<file path="config.mk">
export PLATFORM = sky130hd
export DESIGN_NAME = fp_status_ctl
export DESIGN_NICKNAME = d
export VERILOG_FILES = /design/src/rtl/fp_status_pkg.sv /design/src/rtl/fp_status_swpath.sv /design/src/rtl/fp_status_merge.sv /design/src/rtl/fp_status_ctl.sv
export SDC_FILE = /design/constraint.sdc
export NUM_CORES = 1
export LEC_CHECK = 0
export ABC_AREA = 1
export BUFFER_PORTS_ARGS = -buffer_cell sky130_fd_sc_hd__buf_2
export CORE_MARGIN = 4
export CORE_UTILIZATION = 44
export DETAILED_ROUTE_END_ITERATION = 16
export GPL_ROUTABILITY_DRIVEN = 0
export PLACE_DENSITY = 0.69
export SYNTH_ARGS = -nofsm -noshare
export SYNTH_HDL_FRONTEND = slang
export SYNTH_SLANG_ARGS = --single-unit
</file>
<file path="constraint.sdc">
create_clock -name clk -period 1.9 [get_ports clk]
set_input_delay 0.095 -clock clk [delete_from_list [all_inputs] [get_ports clk]]
set_output_delay 0.095 -clock clk [all_outputs]
set_load 0.02 [all_outputs]
</file>
<file path="src/rtl/fp_status_pkg.sv">
package fp_status_pkg;
  localparam int CSR_W  = 32;
  localparam int FLD_W  = 4;
  localparam int N_FLD  = CSR_W / FLD_W;
  localparam int CLS_W  = 5;
  localparam int POS_W  = $clog2(CSR_W);
  localparam int FSEL_W = $clog2(N_FLD);

  typedef enum logic [2:0] {
    OP_FIELDS = 3'd0,
    OP_IMM    = 3'd1,
    OP_CLR    = 3'd2,
    OP_SET    = 3'd3,
    OP_COPY   = 3'd4
  } sw_op_e;

  // Bit indices into the stored word (position p lives at index 31-p).
  localparam int B_ANY = 31;
  localparam int B_EN  = 30;
  localparam int B_INV = 29;
  localparam int B_OVF = 28;
  localparam int B_UNF = 27;
  localparam int B_DZ  = 26;
  localparam int B_INX = 25;
  localparam int B_FR  = 18;
  localparam int B_FI  = 17;
  localparam int B_CLS = 16;
  localparam int B_RSV = 11;
  localparam int B_VE  = 7;
  localparam int B_OE  = 6;
  localparam int B_UE  = 5;
  localparam int B_ZE  = 4;
  localparam int B_XE  = 3;

  localparam logic [CSR_W-1:0] TOP_BIT   = {1'b1, {(CSR_W-1){1'b0}}};
  localparam logic [CSR_W-1:0] TOP_FIELD = {{FLD_W{1'b1}}, {(CSR_W-FLD_W){1'b0}}};
  localparam logic [CSR_W-1:0] M_STICKY  = 32'h1FF8_0700;
  localparam logic [CSR_W-1:0] M_INV     = 32'h01F8_0700;
  localparam logic [CSR_W-1:0] M_CLEAR   = M_STICKY | TOP_BIT;

  function automatic logic inv_summary(input logic [CSR_W-1:0] v);
    return |(v & M_INV);
  endfunction

  function automatic logic en_summary(input logic [CSR_W-1:0] v);
    return (v[B_OVF] & v[B_OE]) | (v[B_UNF] & v[B_UE]) |
           (v[B_DZ] & v[B_ZE]) | (v[B_INX] & v[B_XE]) |
           (inv_summary(v) & v[B_VE]);
  endfunction

  function automatic logic [POS_W-1:0] field_shift(input logic [FSEL_W-1:0] sel);
    return POS_W'(sel) << $clog2(FLD_W);
  endfunction
endpackage

</file>
<file path="src/rtl/fp_status_swpath.sv">
module fp_status_swpath
  import fp_status_pkg::*;
(
  input  logic [CSR_W-1:0]  cur,
  input  logic              sw_valid,
  input  logic [2:0]        sw_op,
  input  logic [N_FLD-1:0]  sw_mask,
  input  logic [CSR_W-1:0]  sw_data,
  input  logic [FSEL_W-1:0] sw_fsel,
  input  logic [FLD_W-1:0]  sw_imm,
  input  logic [POS_W-1:0]  sw_pos,
  output logic [CSR_W-1:0]  nxt,
  output logic              copy_hit,
  output logic [FLD_W-1:0]  copy_data
);
  logic [CSR_W-1:0] wmask;
  logic [CSR_W-1:0] sel_mask;
  logic [CSR_W-1:0] pos_mask;
  logic [CSR_W-1:0] aligned;
  logic [POS_W-1:0] shamt;

  // Expand the per-field write mask to bit granularity.
  for (genvar k = 0; k < N_FLD; k++) begin : g_fmask
    assign wmask[CSR_W-1-FLD_W*k -: FLD_W] = {FLD_W{sw_mask[k]}};
  end

  assign shamt     = field_shift(sw_fsel);
  assign sel_mask  = TOP_FIELD >> shamt;
  assign pos_mask  = TOP_BIT >> sw_pos;
  assign aligned   = cur << shamt;
  assign copy_data = aligned[CSR_W-1 -: FLD_W];

  always_comb begin
    nxt      = cur;
    copy_hit = 1'b0;
    if (sw_valid) begin
      case (sw_op_e'(sw_op))
        OP_FIELDS: nxt = (cur & ~wmask) | (sw_data & wmask);
        OP_IMM:    nxt = (cur & ~sel_mask) |
                         ({sw_imm, {(CSR_W-FLD_W){1'b0}}} >> shamt);
        OP_CLR:    nxt = cur & ~pos_mask;
        OP_SET:    nxt = cur | pos_mask;
        OP_COPY: begin
          copy_hit = 1'b1;
          nxt      = cur & ~(sel_mask & M_CLEAR);
        end
        default:   nxt = cur;
      endcase
    end
  end
endmodule

</file>
<file path="src/rtl/fp_status_merge.sv">
module fp_status_merge
  import fp_status_pkg::*;
(
  input  logic [CSR_W-1:0] base,
  input  logic             fpu_valid,
  input  logic [CSR_W-1:0] fpu_flags,
  input  logic [CLS_W-1:0] fpu_class,
  input  logic             fpu_fr,
  input  logic             fpu_fi,
  output logic [CSR_W-1:0] nxt,
  output logic             new_flag
);
  logic [CSR_W-1:0] raised;

  assign raised   = fpu_valid ? (fpu_flags & M_STICKY) : '0;
  assign new_flag = |(raised & ~base);

  always_comb begin
    nxt = base | raised;
    if (fpu_valid) begin
      nxt[B_FR]                  = fpu_fr;
      nxt[B_FI]                  = fpu_fi;
      nxt[B_CLS -: CLS_W]        = fpu_class;
    end
    nxt[B_ANY] = nxt[B_ANY] | new_flag;
    nxt[B_RSV] = 1'b0;
    nxt[B_INV] = inv_summary(nxt);
    nxt[B_EN]  = en_summary(nxt);
  end
endmodule

</file>
<file path="src/rtl/fp_status_ctl.sv">
module fp_status_ctl
  import fp_status_pkg::*;
(
  input  logic              clk,
  input  logic              rst_n,
  input  logic              fpu_valid,
  input  logic [CSR_W-1:0]  fpu_flags,
  input  logic [CLS_W-1:0]  fpu_class,
  input  logic              fpu_fr,
  input  logic              fpu_fi,
  input  logic              sw_valid,
  input  logic [2:0]        sw_op,
  input  logic [N_FLD-1:0]  sw_mask,
  input  logic [CSR_W-1:0]  sw_data,
  input  logic [FSEL_W-1:0] sw_fsel,
  input  logic [FLD_W-1:0]  sw_imm,
  input  logic [POS_W-1:0]  sw_pos,
  output logic [CSR_W-1:0]  csr_o,
  output logic              exc_req,
  output logic              rd_valid,
  output logic [FLD_W-1:0]  rd_data
);
  logic [CSR_W-1:0] csr_q;
  logic [CSR_W-1:0] sw_result;
  logic [CSR_W-1:0] final_val;
  logic             copy_hit;
  logic [FLD_W-1:0] copy_data;
  logic             raised_new;
  logic             req_q;
  logic             rdv_q;
  logic [FLD_W-1:0] rdd_q;

  // Software operation first, then the FPU report on top of it.
  fp_status_swpath u_sw (
    .cur       (csr_q),
    .sw_valid  (sw_valid),
    .sw_op     (sw_op),
    .sw_mask   (sw_mask),
    .sw_data   (sw_data),
    .sw_fsel   (sw_fsel),
    .sw_imm    (sw_imm),
    .sw_pos    (sw_pos),
    .nxt       (sw_result),
    .copy_hit  (copy_hit),
    .copy_data (copy_data)
  );

  fp_status_merge u_merge (
    .base      (sw_result),
    .fpu_valid (fpu_valid),
    .fpu_flags (fpu_flags),
    .fpu_class (fpu_class),
    .fpu_fr    (fpu_fr),
    .fpu_fi    (fpu_fi),
    .nxt       (final_val),
    .new_flag  (raised_new)
  );

  always_ff @(posedge clk or negedge rst_n) begin
    if (!rst_n) begin
      csr_q <= '0;
      req_q <= 1'b0;
      rdv_q <= 1'b0;
      rdd_q <= '0;
    end else begin
      csr_q <= final_val;
      req_q <= final_val[B_EN];
      rdv_q <= copy_hit;
      rdd_q <= copy_hit ? copy_data : rdd_q;
    end
  end

  assign csr_o    = csr_q;
  assign exc_req  = req_q;
  assign rd_valid = rdv_q;
  assign rd_data  = rdd_q;

  a_r3_new_sets_any: assert property (@(posedge clk) disable iff (!rst_n)
    raised_new |=> csr_q[B_ANY]);
  a_r4_inv_tracks: assert property (@(posedge clk) disable iff (!rst_n)
    csr_q[B_INV] == |(csr_q & M_INV));
  a_r5_req_mirror: assert property (@(posedge clk) disable iff (!rst_n)
    exc_req == csr_q[B_EN]);
  a_r8_rsv_zero: assert property (@(posedge clk) disable iff (!rst_n)
    csr_q[B_RSV] == 1'b0);
  a_r9_copy_pulse: assert property (@(posedge clk) disable iff (!rst_n)
    (sw_valid && sw_op == OP_COPY) |=> rd_valid);
  a_r11_sticky_hold: assert property (@(posedge clk) disable iff (!rst_n)
    !sw_valid |=> (($past(csr_q) & M_CLEAR & ~csr_q) == '0));
endmodule

</file>
# Word level (Yosys, flattened, before mapping)
# Cells that the tools add are included.
# classes
addsub,0
multipliers,0
div_mod_pow,0
magnitude_cmp,0
n_eq_ne,4
shift,4
muxes,6
bitwise_logic,25
n_reduce_logical,3
# ops
cell,n
AND 32 bit,6
NOT 32 bit,5
one-hot mux 32 bit (5 select lines),1
OR 32 bit,4
>> shifter 32 x 5 -> 32 bit (first input constant),2
two-way mux 32 bit,1
OR reduction 32 bit,1
left shift 32 x 5 -> 32 bit,1
>> shifter 32 x 5 -> 32 bit,1
two-way mux 29 bit,1
OR reduction 9 bit,1
two-way mux 7 bit,1
equality test 3 x 2 -> 1 bit (second input constant),2
AND 1 bit,5
OR 1 bit,5
equality test 3 x 1 -> 1 bit (second input constant),1
equality test 3 bit (second input constant),1
logical NOT 3 bit,1
two-way mux 1 bit,2
# totals
register_bits,37
latch_bits,0
mem_bits_rw,0
romBits,0
out_inout_bits,38
word_cells,46
n_memories,0

# Depth between registers and ports, before layout
# Gate-level depths: netlist of run 1.
# depth
ltp_word,12
depth_mapped,16
mapped_depth_nobuf,16

# By module
# A second synthesis of run 1 with hierarchy kept.
# hier_totals
hier_cells,723
hier_area_um2,4023.9
# modules_own_cells
mod,n_inst,cells_per_inst,area_per_inst_um2
fp_status_swpath,1,566,2527.4
fp_status_ctl,1,51,982.2
fp_status_merge,1,106,514.2

# Worst setup path before layout of run 1
# OpenSTA, ideal clock, no wires.
# synth_timing
path_type,flip-flop to flip-flop
start,"reg csr_q[23], in the netlist csr_o[23]"
end,"reg csr_q[30], in the netlist csr_o[30]"
setup_time_ps,117
t_arrival_ps,1379
t_required_ps,1783
slack_ps,404
path_stages_with_launch,13
synth_period_minus_slack_ps,1496
path_cell_list,dfrtp_1 inv_1 o21ai_0 nand2_1 nand2_1 nor2_1 nand4_1 a21boi_1 nand2_1 nor2_1 nand2_1 nand2_1 nand2_1
# synth_via
elab_chain_cells,8
word_cells_on_any_way,13
# synth_rtl
item,line_no,text
"start, declared",fp_status_ctl.sv:23,logic [CSR_W-1:0] csr_q;
"start signal, assigned",fp_status_ctl.sv:66,csr_q <= final_val;
AND 32 bit (on tied branches),"fp_status_swpath.sv:39, fp_status_swpath.sv:38",
OR 32 bit (on tied branches),"fp_status_swpath.sv:39, fp_status_swpath.sv:38",
one-hot mux 32 bit (5 select lines),fp_status_swpath.sv:37,case (sw_op_e'(sw_op))
two-way mux 32 bit (*),fp_status_swpath.sv:36,if (sw_valid) begin
OR 32 bit (*),fp_status_merge.sv:19,nxt = base | raised;
OR reduction 9 bit (*),--,
via final_val[29],fp_status_ctl.sv:25,logic [CSR_W-1:0] final_val;
AND 1 bit (*),fp_status_pkg.sv:48,(inv_summary(v) & v[B_VE]);
OR 1 bit (*),fp_status_pkg.sv:47,(v[B_DZ] & v[B_ZE]) | (v[B_INX] & v[B_XE]) |
via final_val[30],fp_status_ctl.sv:25,
# Mark *: on every way through the listed nets, which the timed path passes. The rest lies on a longest branch.
# A chain may end at the register's enable or synchronous reset.

# Worst setup path after layout of run 1
# layout_timing
start,"reg csr_q[9], in the netlist csr_o[9]"
end,"reg csr_q[30], in the netlist csr_o[30]"
# layout_via
elab_chain_cells,8
word_cells_on_any_way,13
# layout_rtl
item,line_no
AND 32 bit (on tied branches),"fp_status_swpath.sv:39, fp_status_swpath.sv:38"
OR 32 bit (on tied branches),"fp_status_swpath.sv:39, fp_status_swpath.sv:38"
one-hot mux 32 bit (5 select lines),fp_status_swpath.sv:37
two-way mux 32 bit (*),fp_status_swpath.sv:36
OR 32 bit (*),fp_status_merge.sv:19
via final_val[9],fp_status_ctl.sv:25
OR reduction 9 bit (*),--
via final_val[29],fp_status_ctl.sv:25
AND 1 bit (*),fp_status_pkg.sv:48
OR 1 bit (*),fp_status_pkg.sv:47
via final_val[30],fp_status_ctl.sv:25
# Marks and branches as above.

==> impl_metrics.env, run 1 <==
export IMPL_vias_per_cell=5.87
export IMPL_dp_cells=847
export IMPL_nets=848
export IMPL_drt_initial_drc_count=687
export IMPL_yosysWarnings=0
export IMPL_clkSlewWorstSetupHoldPaths_ns=0.08
export IMPL_antenna_left=0
export IMPL_grt_start_max_net_pins=37
export IMPL_cts_root_buf="clkbuf_8"
export IMPL_critPathLaunchType="flip-flop"
export IMPL_grt_pass1_vias=4637
export IMPL_hp_class="in -> reg"
export IMPL_layout_common_cells="nand2_1, buf_2, nand3_1"
export IMPL_synthFlopType="dfrtp_1"
export IMPL_grt_overflow_total=0
export IMPL_max_slew_margin_rel=0.461
export IMPL_clock_latency_ns=0.30
export IMPL_layout_drive_gt1_share=0.229
export IMPL_cp_arrival_ns=1.87
export IMPL_antenna_found_initial=0
export IMPL_final_common_cell="nand2_1"
export IMPL_power_density_nw_per_um2=599
export IMPL_ir_worst_vdd_mv=0.272
export IMPL_finalHoldViolations=0
export IMPL_syn_to_final_growth_pct=23.2
export IMPL_die_area_um2=9960
export IMPL_clockBufferDepth=2
export IMPL_netlist_instances=629
export IMPL_route_vias_total=5027
export IMPL_yosysTopAreaCell="dfrtp_1"
export IMPL_synth_top_area_frac=0.243
export IMPL_post_route_min_period_ns=1.68
export IMPL_crit_required_ns=2.09
export IMPL_dpl_hpwl_um=11700
export IMPL_core_area_um2=8220
export IMPL_diodes=0
export IMPL_cpMaxStageDelayCell="dfrtp_1"
export IMPL_fp_row_count=33
export IMPL_synth_area_um2=3710
export IMPL_setup_violations_final=0
export IMPL_routed_wl_um=15100
export IMPL_initial_core_util=0.451
export IMPL_remaining_drc_errors=0
export IMPL_cts_setup_buffers=0
export IMPL_drtPass1Iterations=6
export IMPL_dieHeight_um=99.8
export IMPL_cts_sinks=36
export IMPL_yosysSeqAreaShare=0.243
export IMPL_slowest_delay_ns=0.48
export IMPL_synth_area_top_cells="dfrtp_1, nand2_1, nand3_1"
export IMPL_cts_max_level=2
export IMPL_power_total_uw=2730
export IMPL_tightest_slew_ns=0.809
export IMPL_cts_buffers=5
export IMPL_worstPathCellList="inv_1 -> o21ai_0 -> nand2_1 -> nand2_1 -> nor2_1 -> nand3_1 -> nand2_1 -> nand2_1 -> nor2_1 -> nand2_1 -> nor2_2 -> nand2_1 -> nand2_1 -> nand2_1"
export IMPL_die_width_um=99.8
export IMPL_cap_violations=0
export IMPL_rsz0062_at_grt="no"
export IMPL_async_flop_share=1.00
export IMPL_path_max_fanout=6
export IMPL_synth_edf_count=0
export IMPL_nFillCells=840
export IMPL_fin_cells=856
export IMPL_post_route_period_util=0.882
export IMPL_p_leak_uw=0.00234
export IMPL_cts_tree="yes"
export IMPL_crit_top_cell="nand2_1"
export IMPL_clock_fmax_mhz=596
export IMPL_syn_area_per_cell_um2=5.89
export IMPL_skew_ns=0.00687
export IMPL_slew_violations=0
export IMPL_crit_path_end_kind="flip-flop"
export IMPL_portBuffers=112
export IMPL_syn_nets=727
export IMPL_ys_seq_elements=36
export IMPL_finalSetupTns_ns=0
export IMPL_wl_per_cell_um=17.6
export IMPL_track_usage=0.299
export IMPL_outcome="completed"
export IMPL_critPathKind="reg -> reg"
export IMPL_synth_cell_types=40
export IMPL_grt_pass1_wl_um=23600
export IMPL_ioPinCount=136
worst max-delay path: cells and delay by family, from the launching register on:
kind,cells,cell delay [ns]
flip-flops,1,0.48
buffers and inverters,1,0.10
AND/OR/NAND/NOR,12,0.91
AO/OA/AOI/OAI,1,0.08
kinds of logic (layout without fill, tap and decap cells):
kind of cell / count (synthesis) / in the layout / share of synthesized area
AOI/OAI and AO/OA: 123 / 123 / 0.207
buffers and inverters: 86 / 208 / 0.103
DFF: 36 / 36 / 0.243
other: 1 / 1 / 0.00101
and+or+nand+nor: 383 / 383 / 0.446
final timing paths:
path | from | endpoint | slack [ns] | cells after the start
worst max-delay path | csr_o[9] | csr_o[30] | 0.22 | 14
worst min-delay path | fpu_flags[9] | csr_o[9] | 0.03 | 3
worst max register to register | csr_o[9] | csr_o[30] | 0.22 | 14
worst min register to register | rd_data[2] | rd_data[2] | 0.49 | 2
max in group asynchronous | rst_n | csr_o[24] | 0.91 | 2
min in group asynchronous | rst_n | async pin | 0.41 | 2
power by group:
group | switching (uW) | internal (uW) | leakage [uW] | total (uW)
logic | 756 | 390 | 0.00186 | 1150
clock network | 314 | 256 | 0.0000479 | 570
registers | 141 | 877 | 0.000424 | 1020
total | 1210 | 1520 | 0.00234 | 2730
metal layers:
metal / vias up / GRT usage / share of wire
li1: 2370 / - / -
met2: 393 / 0.472 / 0.43
met4: 0 / 0.133 / 0.048
met5: - / 0 / 0
met1: 2190 / 0.401 / 0.40
met3: 74 / 0.0507 / 0.13
cell usage after synthesis, types with 2 or more instances:
cell type,count
o2111ai_1,2
nor2_1,56
o22ai_1,7
nand2_2,3
nand3_1,70
buf_2,15
o21ai_1,7
nor2_2,3
inv_1,54
a21oi_1,21
o21ai_0,51
a221oi_1,3
clkbuf_1,6
nand4_1,18
a32oi_1,3
nor3_1,11
buf_4,3
buf_6,4
a22oi_1,10
nor2_4,2
a221o_1,2
dfrtp_1,36
o221ai_1,8
inv_2,4
nand2_1,214
a221oi_2,2
stage by stage:
stage / instance area, um^2 / util / hold slack [ns] / worst slack [ns]
final: 4560 / 0.556 / 0.0307 / 0.223
after global routing: 4560 / 0.556 / 0.0504 / 0.0125
after CTS: 4560 / 0.555 / 0.0336 / 0.147
after detailed placement: 4460 / 0.543 / 0.242 / 0.0166
after global placement: 4460 / 0.543 / 0.234 / 0.0666
after floorplan: 3710 / - / -0.201 / 0.404
what timing repair did:
item                                    in CTS  in global routing
resized for setup                            0                  3
endpoints found under the hold margin       36                  0
hold buffers                                 1                  0
endpoints found under the setup margin       0                  1
cell type report:
type / instances / area (um^2) / area share
Clock buffer: 5 / 68.8 / 0.0151
Clock inverter: 3 / 18.8 / 0.00411
Inverter: 58 / 218 / 0.0477
Multi-Input combinational cell: 507 / 2420 / 0.531
Sequential cell: 36 / 902 / 0.198
Tap cell: 105 / 131 / 0.0288
Timing Repair Buffer: 142 / 801 / 0.175
Power figures use the tool's default switching activity.
==> run 2: changes to the inputs <==
--- a/config.mk
+++ b/config.mk
@@ -11,7 +11,8 @@
 export CORE_UTILIZATION = 44
 export DETAILED_ROUTE_END_ITERATION = 16
 export GPL_ROUTABILITY_DRIVEN = 0
-export PLACE_DENSITY = 0.69
+export PLACE_DENSITY = 0.71
 export SYNTH_ARGS = -nofsm -noshare
 export SYNTH_HDL_FRONTEND = slang
+export SYNTH_HIERARCHICAL = 1
 export SYNTH_SLANG_ARGS = --single-unit
==> constraint.sdc (replaced) <==
create_clock -name clk -period 1.4 [get_ports clk]
set_input_delay 0.07 -clock clk [delete_from_list [all_inputs] [get_ports clk]]
set_output_delay 0.07 -clock clk [all_outputs]
set_load 0.02 [all_outputs]
==> impl_metrics.env, run 2 <==
export IMPL_clock_fmax_mhz=588
export IMPL_setup_violations_final=4
export IMPL_cts_tree="yes"
export IMPL_finalCoreUtilization=0.653
export IMPL_portBuffers=113
export IMPL_routed_wl_um=15900
export IMPL_die_area_um2=10300
export IMPL_cp_arrival_ns=1.89
export IMPL_netlist_instances=677
export IMPL_p_leak_uw=0.00294
export IMPL_wl_per_cell_um=16.2
export IMPL_p_int_uw=2430
export IMPL_path_max_fanout=2
export IMPL_diodes=0
export IMPL_layout_common_cells="nand2_1, buf_2, buf_4"
export IMPL_cts_sinks=37
export IMPL_nets=977
export IMPL_cpMaxStageDelayCell="dfrtp_2"
export IMPL_die_width_um=101
export IMPL_synth_area_um2=3830
export IMPL_netSwitchingFraction=0.415
export IMPL_yosysWarnings=6
export IMPL_critPathKind="reg -> reg"
export IMPL_vias_per_cell=5.59
export IMPL_remaining_drc_errors=0
export IMPL_power_density_nw_per_um2=763
export IMPL_failed_checks="setup timing"
export IMPL_syn_nets=775
export IMPL_seq_area_um2=931
export IMPL_power_switching_uw=1720
export IMPL_crit_required_ns=1.59
export IMPL_initial_core_util=0.459
export IMPL_critPathLaunchType="flip-flop"
export IMPL_max_slew_margin_rel=0.590
export IMPL_drt_initial_drc_count=818
export IMPL_layout_drive_gt1_share=0.332
export IMPL_dieHeight_um=101
export IMPL_setup_ws_ns=-0.302
export IMPL_track_usage=0.307
export IMPL_crit_path_end_kind="flip-flop"
export IMPL_nFillCells=785
export IMPL_cts_buffers=5
export IMPL_worstPathCellList="or2_4 -> o211ai_1 -> nand3_1 -> nand2_1 -> nand2_1 -> inv_2 -> nand2_2 -> nor2_2 -> nand3_2 -> or2_1"
export IMPL_skew_ns=0.0190
export IMPL_cap_violations=0
export IMPL_clockBufferDepth=2
export IMPL_hp_class="in -> reg"
export IMPL_grt_overflow_total=0
export IMPL_finalHoldViolations=0
export IMPL_final_common_cell="nand2_1"
export IMPL_largest_register_ffs=32
export IMPL_ioPinCount=136
export IMPL_drtPass1Iterations=8
export IMPL_route_vias_total=5503
export IMPL_clock_latency_ns=0.31
export IMPL_antenna_found_initial=0
export IMPL_tightest_slew_ns=0.615
export IMPL_post_route_period_util=1.22
export IMPL_placed_cell_area_um2=5180
export IMPL_antenna_left=0
export IMPL_syn_to_final_growth_pct=42.3
export IMPL_multi_input_area_um2=2510
export IMPL_clkPwrFrac=0.221
export IMPL_fp_row_count=33
export IMPL_p_seq_frac=0.321
export IMPL_clkSlewWorstSetupHoldPaths_ns=0.09
export IMPL_crit_top_cell="nand2_1"
export IMPL_core_area_um2=8340
export IMPL_dp_cells=967
export IMPL_fin_cells=985
export IMPL_rsz0062_at_grt="yes"
export IMPL_dpl_hpwl_um=12700
export IMPL_slowest_delay_ns=0.41
export IMPL_grt_start_max_net_pins=32
export IMPL_pwr_share_comb=0.458
export IMPL_cts_root_buf="clkbuf_8"
export IMPL_outcome="finished with violations"
export IMPL_grt_pass1_wl_um=24900
export IMPL_post_route_min_period_ns=1.70
export IMPL_grt_pass1_vias=5062
export IMPL_syn_area_per_cell_um2=5.65
export IMPL_cts_max_level=2
export IMPL_stdcell_area_um2=5450
export IMPL_ir_worst_vdd_mv=0.588
export IMPL_slew_violations=0
## run 2: cell count changes in the layout (fill, tap and decap cells not counted), moves of 8 or more
cell      delta
buf_4       +81
nand2_2      +9
nand2_1     +83
nor3_1       -8
o211ai_1    +12
nand4_1      -8
a22oi_1      -9
o21ai_0     -30
o221ai_1     -8
## run 2: worst paths after layout
check,from,to,slack [ns],cells after the start
worst max-delay path,csr_o[20],csr_o[29],-0.30,10
worst min-delay path,fpu_flags[8],csr_o[8],0.01,3
worst max register to register,csr_o[20],csr_o[29],-0.30,10
worst min register to register,rd_data[2],rd_data[2],0.49,2
max in group asynchronous,rst_n,csr_o[27],0.67,3
min in group asynchronous,rst_n,csr_o[3],0.23,2
## run 2: cell type report
type,count,area share
Clock buffer,7,0.0177
Clock inverter,1,0.00161
Inverter,54,0.0381
Multi-Input combinational cell,546,0.462
Sequential cell,37,0.171
Tap cell,105,0.0241
Timing Repair Buffer,235,0.286
## run 2: worst max-delay path: cells and delay by family (launching register included)
| family | cells | cell delay [ns] |
|---|---|---|
| AOI/OAI and AO/OA | 1 | 0.10 |
| buffers and inverters | 1 | 0.07 |
| DFF | 1 | 0.41 |
| and+or+nand+nor | 8 | 1.02 |
## run 2: timing repair
| action | 4_1_cts | 5_1_grt |
|---|---|---|
| endpoints found under the setup margin | 4 | 7 |
| pin swaps | 11 | 18 |
| hold buffers | 8 | 0 |
| hold endpoints to repair | 24 | 0 |
| resized for setup | 13 | 11 |
| buffers inserted | 0 | 2 |
## run 2: power groups by stage
stage,sequential [uW],combinational (uW),clock (uW)
after floorplan,1520,764,0
after global placement,1350,1750,0
after detailed placement,1350,1780,0
after CTS,1330,1830,918
after global routing,1350,2050,957
final,1330,1900,917
## run 2: metrics by stage
| step | power, uW | worst slack (ns) | hold WS, ns | TNS [ns] |
|---|---|---|---|---|
| final | 4150 | -0.302 | 0.0118 | -0.793 |
| after global routing | 4360 | -0.363 | 0.0157 | -0.938 |
| after CTS | 4080 | -0.250 | 0.000899 | -0.601 |
| after detailed placement | 3130 | -0.437 | 0.0531 | -3.16 |
| after global placement | 3100 | -0.393 | 0.0412 | -2.61 |
| after floorplan | 2290 | -0.122 | -0.226 | -0.207 |
## run 2: routing by layer
| layer | vias to the layer above | routed length (um) | track usage |
|---|---|---|---|
| li1 | 2560 | - | - |
| met3 | 94 | 1920 | 0.0496 |
| met5 | - | 0 | 0 |
| met1 | 2418 | 6300 | 0.415 |
| met4 | 0 | 740 | 0.140 |
| met2 | 431 | 6990 | 0.479 |
==> run 3: changes to the inputs <==
--- a/config.mk
+++ b/config.mk
@@ -8,11 +8,10 @@
 export ABC_AREA = 1
 export BUFFER_PORTS_ARGS = -buffer_cell sky130_fd_sc_hd__buf_2
 export CORE_MARGIN = 4
-export CORE_UTILIZATION = 44
+export CORE_UTILIZATION = 45
 export DETAILED_ROUTE_END_ITERATION = 16
 export GPL_ROUTABILITY_DRIVEN = 0
-export PLACE_DENSITY = 0.71
+export PLACE_DENSITY = 0.74
 export SYNTH_ARGS = -nofsm -noshare
 export SYNTH_HDL_FRONTEND = slang
-export SYNTH_HIERARCHICAL = 1
 export SYNTH_SLANG_ARGS = --single-unit
==> impl_metrics.env, run 3 (synthesis gave the netlist of run 1 again) <==
export IMPL_core_area_um2=7850
export IMPL_cts_buffers=5
export IMPL_cts_max_level=2
export IMPL_setup_violations_final=3
export IMPL_die_area_um2=9750
export IMPL_layout_common_cells="nand2_1, buf_4, buf_2"
export IMPL_drt_initial_drc_count=738
export IMPL_dp_cells=933
export IMPL_power_density_nw_per_um2=798
export IMPL_vias_per_cell=5.91
export IMPL_syn_to_final_growth_pct=47.2
export IMPL_ioPinCount=136
export IMPL_fp_row_count=32
export IMPL_failed_checks="hold timing, setup timing"
export IMPL_outcome="finished with violations"
export IMPL_grt_pass1_wl_um=25500
export IMPL_antenna_found_initial=0
export IMPL_fin_cells=952
export IMPL_routed_wl_um=16400
export IMPL_cts_sinks=36
export IMPL_drtPass1Iterations=7
export IMPL_p_int_uw=2550
export IMPL_initial_core_util=0.472
export IMPL_dieHeight_um=98.8
export IMPL_cap_violations=0
export IMPL_p_leak_uw=0.00283
export IMPL_dpl_hpwl_um=13000
export IMPL_portBuffers=112
export IMPL_critPathLaunchType="flip-flop"
export IMPL_clkPwrFrac=0.225
export IMPL_hp_class="in -> reg"
export IMPL_rsz0062_at_grt="yes"
export IMPL_max_slew_margin_rel=0.615
export IMPL_layout_drive_gt1_share=0.344
export IMPL_nFillCells=691
export IMPL_cts_tree="yes"
export IMPL_finalCoreUtilization=0.695
export IMPL_tightest_slew_ns=0.575
export IMPL_netSwitchingFraction=0.414
export IMPL_crit_required_ns=1.61
export IMPL_final_common_cell="nand2_1"
export IMPL_crit_path_end_kind="flip-flop"
export IMPL_nets=947
export IMPL_grt_pass1_vias=5196
export IMPL_ir_worst_vdd_mv=0.497
export IMPL_power_switching_uw=1800
export IMPL_clkSlewWorstSetupHoldPaths_ns=0.09
export IMPL_cp_arrival_ns=1.88
export IMPL_diodes=0
export IMPL_grt_start_max_net_pins=37
export IMPL_pwr_share_comb=0.461
export IMPL_antenna_left=0
export IMPL_path_max_fanout=5
export IMPL_preCtsSetupSlack_ns=-0.321
export IMPL_hold_ws_ns=-0.00264
export IMPL_finalHoldViolations=1
export IMPL_finalSetupTns_ns=-0.604
export IMPL_remaining_drc_errors=0
export IMPL_clock_fmax_mhz=599
export IMPL_grt_overflow_total=0
export IMPL_clock_latency_ns=0.31
export IMPL_critPathKind="reg -> reg"
export IMPL_clockBufferDepth=2
export IMPL_post_route_min_period_ns=1.67
export IMPL_slew_violations=0
export IMPL_skew_ns=0.00605
export IMPL_post_route_period_util=1.19
export IMPL_die_width_um=98.8
export IMPL_track_usage=0.324
export IMPL_wl_per_cell_um=17.3
export IMPL_setup_ws_ns=-0.271
export IMPL_p_seq_frac=0.314
export IMPL_route_vias_total=5630
export IMPL_cts_root_buf="clkbuf_8"
==> run 3: cell count changes in the layout (fill, tap and decap cells not counted), sizes merged, moves of 7 or more <==
cell / delta
nand2: -92
o21ai: +29
o211ai: -13
buf: +12
a22oi: +9
nand4: +8
o221ai: +8
nor3: +7
==> run 3: power by group through the flow <==
stage,clock (uW),combinational (uW),sequential [uW]
final,979,2010,1370
after global routing,1010,2160,1380
after CTS,974,1900,1350
after detailed placement,0,1840,1370
after global placement,0,1810,1370
after floorplan,0,764,1530
==> run 3: final timing paths <==
check                                   to  cells after the start    startpoint  slack [ns]
worst min register to register  rd_data[1]                      2    rd_data[1]        0.49
worst max register to register   csr_o[30]                     14     csr_o[24]       -0.27
worst max-delay path             csr_o[30]                     14     csr_o[24]       -0.27
min in group asynchronous        async pin                      3         rst_n        0.24
worst min-delay path             flip-flop                      3  fpu_class[4]      -0.003
max in group asynchronous        csr_o[24]                      3         rst_n        0.93
==> run 3: timing repair <==
item / 4_1_cts / 5_1_grt
hold buffers: 2 / 0
buffers inserted: 7 / 4
gates resized for setup: 4 / 22
pin swaps: 10 / 9
hold endpoints to repair: 37 / 0
endpoints found under the setup margin: 4 / 11
==> run 3: critical path, cell delays in order, from the launching register on <==
cell and delay [ns]:
dfrtp_2 0.47, nand2_1 0.08, nand2_1 0.05, nand2_1 0.07, nand2_1 0.07, nor2_2 0.12, nand3_1 0.09, nand2_2 0.09
nand2_2 0.06, nor2_1 0.08, nand2_1 0.06, nor2_1 0.11, nand2_1 0.11, nand2_1 0.07, nand2_1 0.05
==> run 3: layer usage <==
| layer | wire length [um] | share of wire | up-vias | track usage |
|---|---|---|---|---|
| met5 | 0 | 0 | - | 0 |
| met4 | 970 | 0.059 | 0 | 0.158 |
| met3 | 2480 | 0.15 | 104 | 0.0814 |
| met2 | 7020 | 0.43 | 499 | 0.502 |
| met1 | 5970 | 0.36 | 2463 | 0.421 |
| li1 | - | - | 2564 | - |
==> run 3: through the flow <==
step | hold slack [ns] | cell area, um^2 | total power [uW]
floorplan | -0.226 | 3710 | 2290
global placement | 0.0467 | 5170 | 3180
detailed placement | 0.0503 | 5170 | 3220
CTS | 0.00259 | 5360 | 4230
global route | 0.0317 | 5460 | 4560
finish | -0.00264 | 5460 | 4360
==> run 3: layout make-up <==
cell class                 count  area (um^2)  share of cell area
clock buffer                   5         68.8              0.0126
tap                          102          128              0.0234
clock inverter                 3         42.5             0.00780
inverter                      58          220              0.0404
sequential                    36          907               0.166
timing repair buffer         241         1590               0.292
multi-input combinational    507         2500               0.458
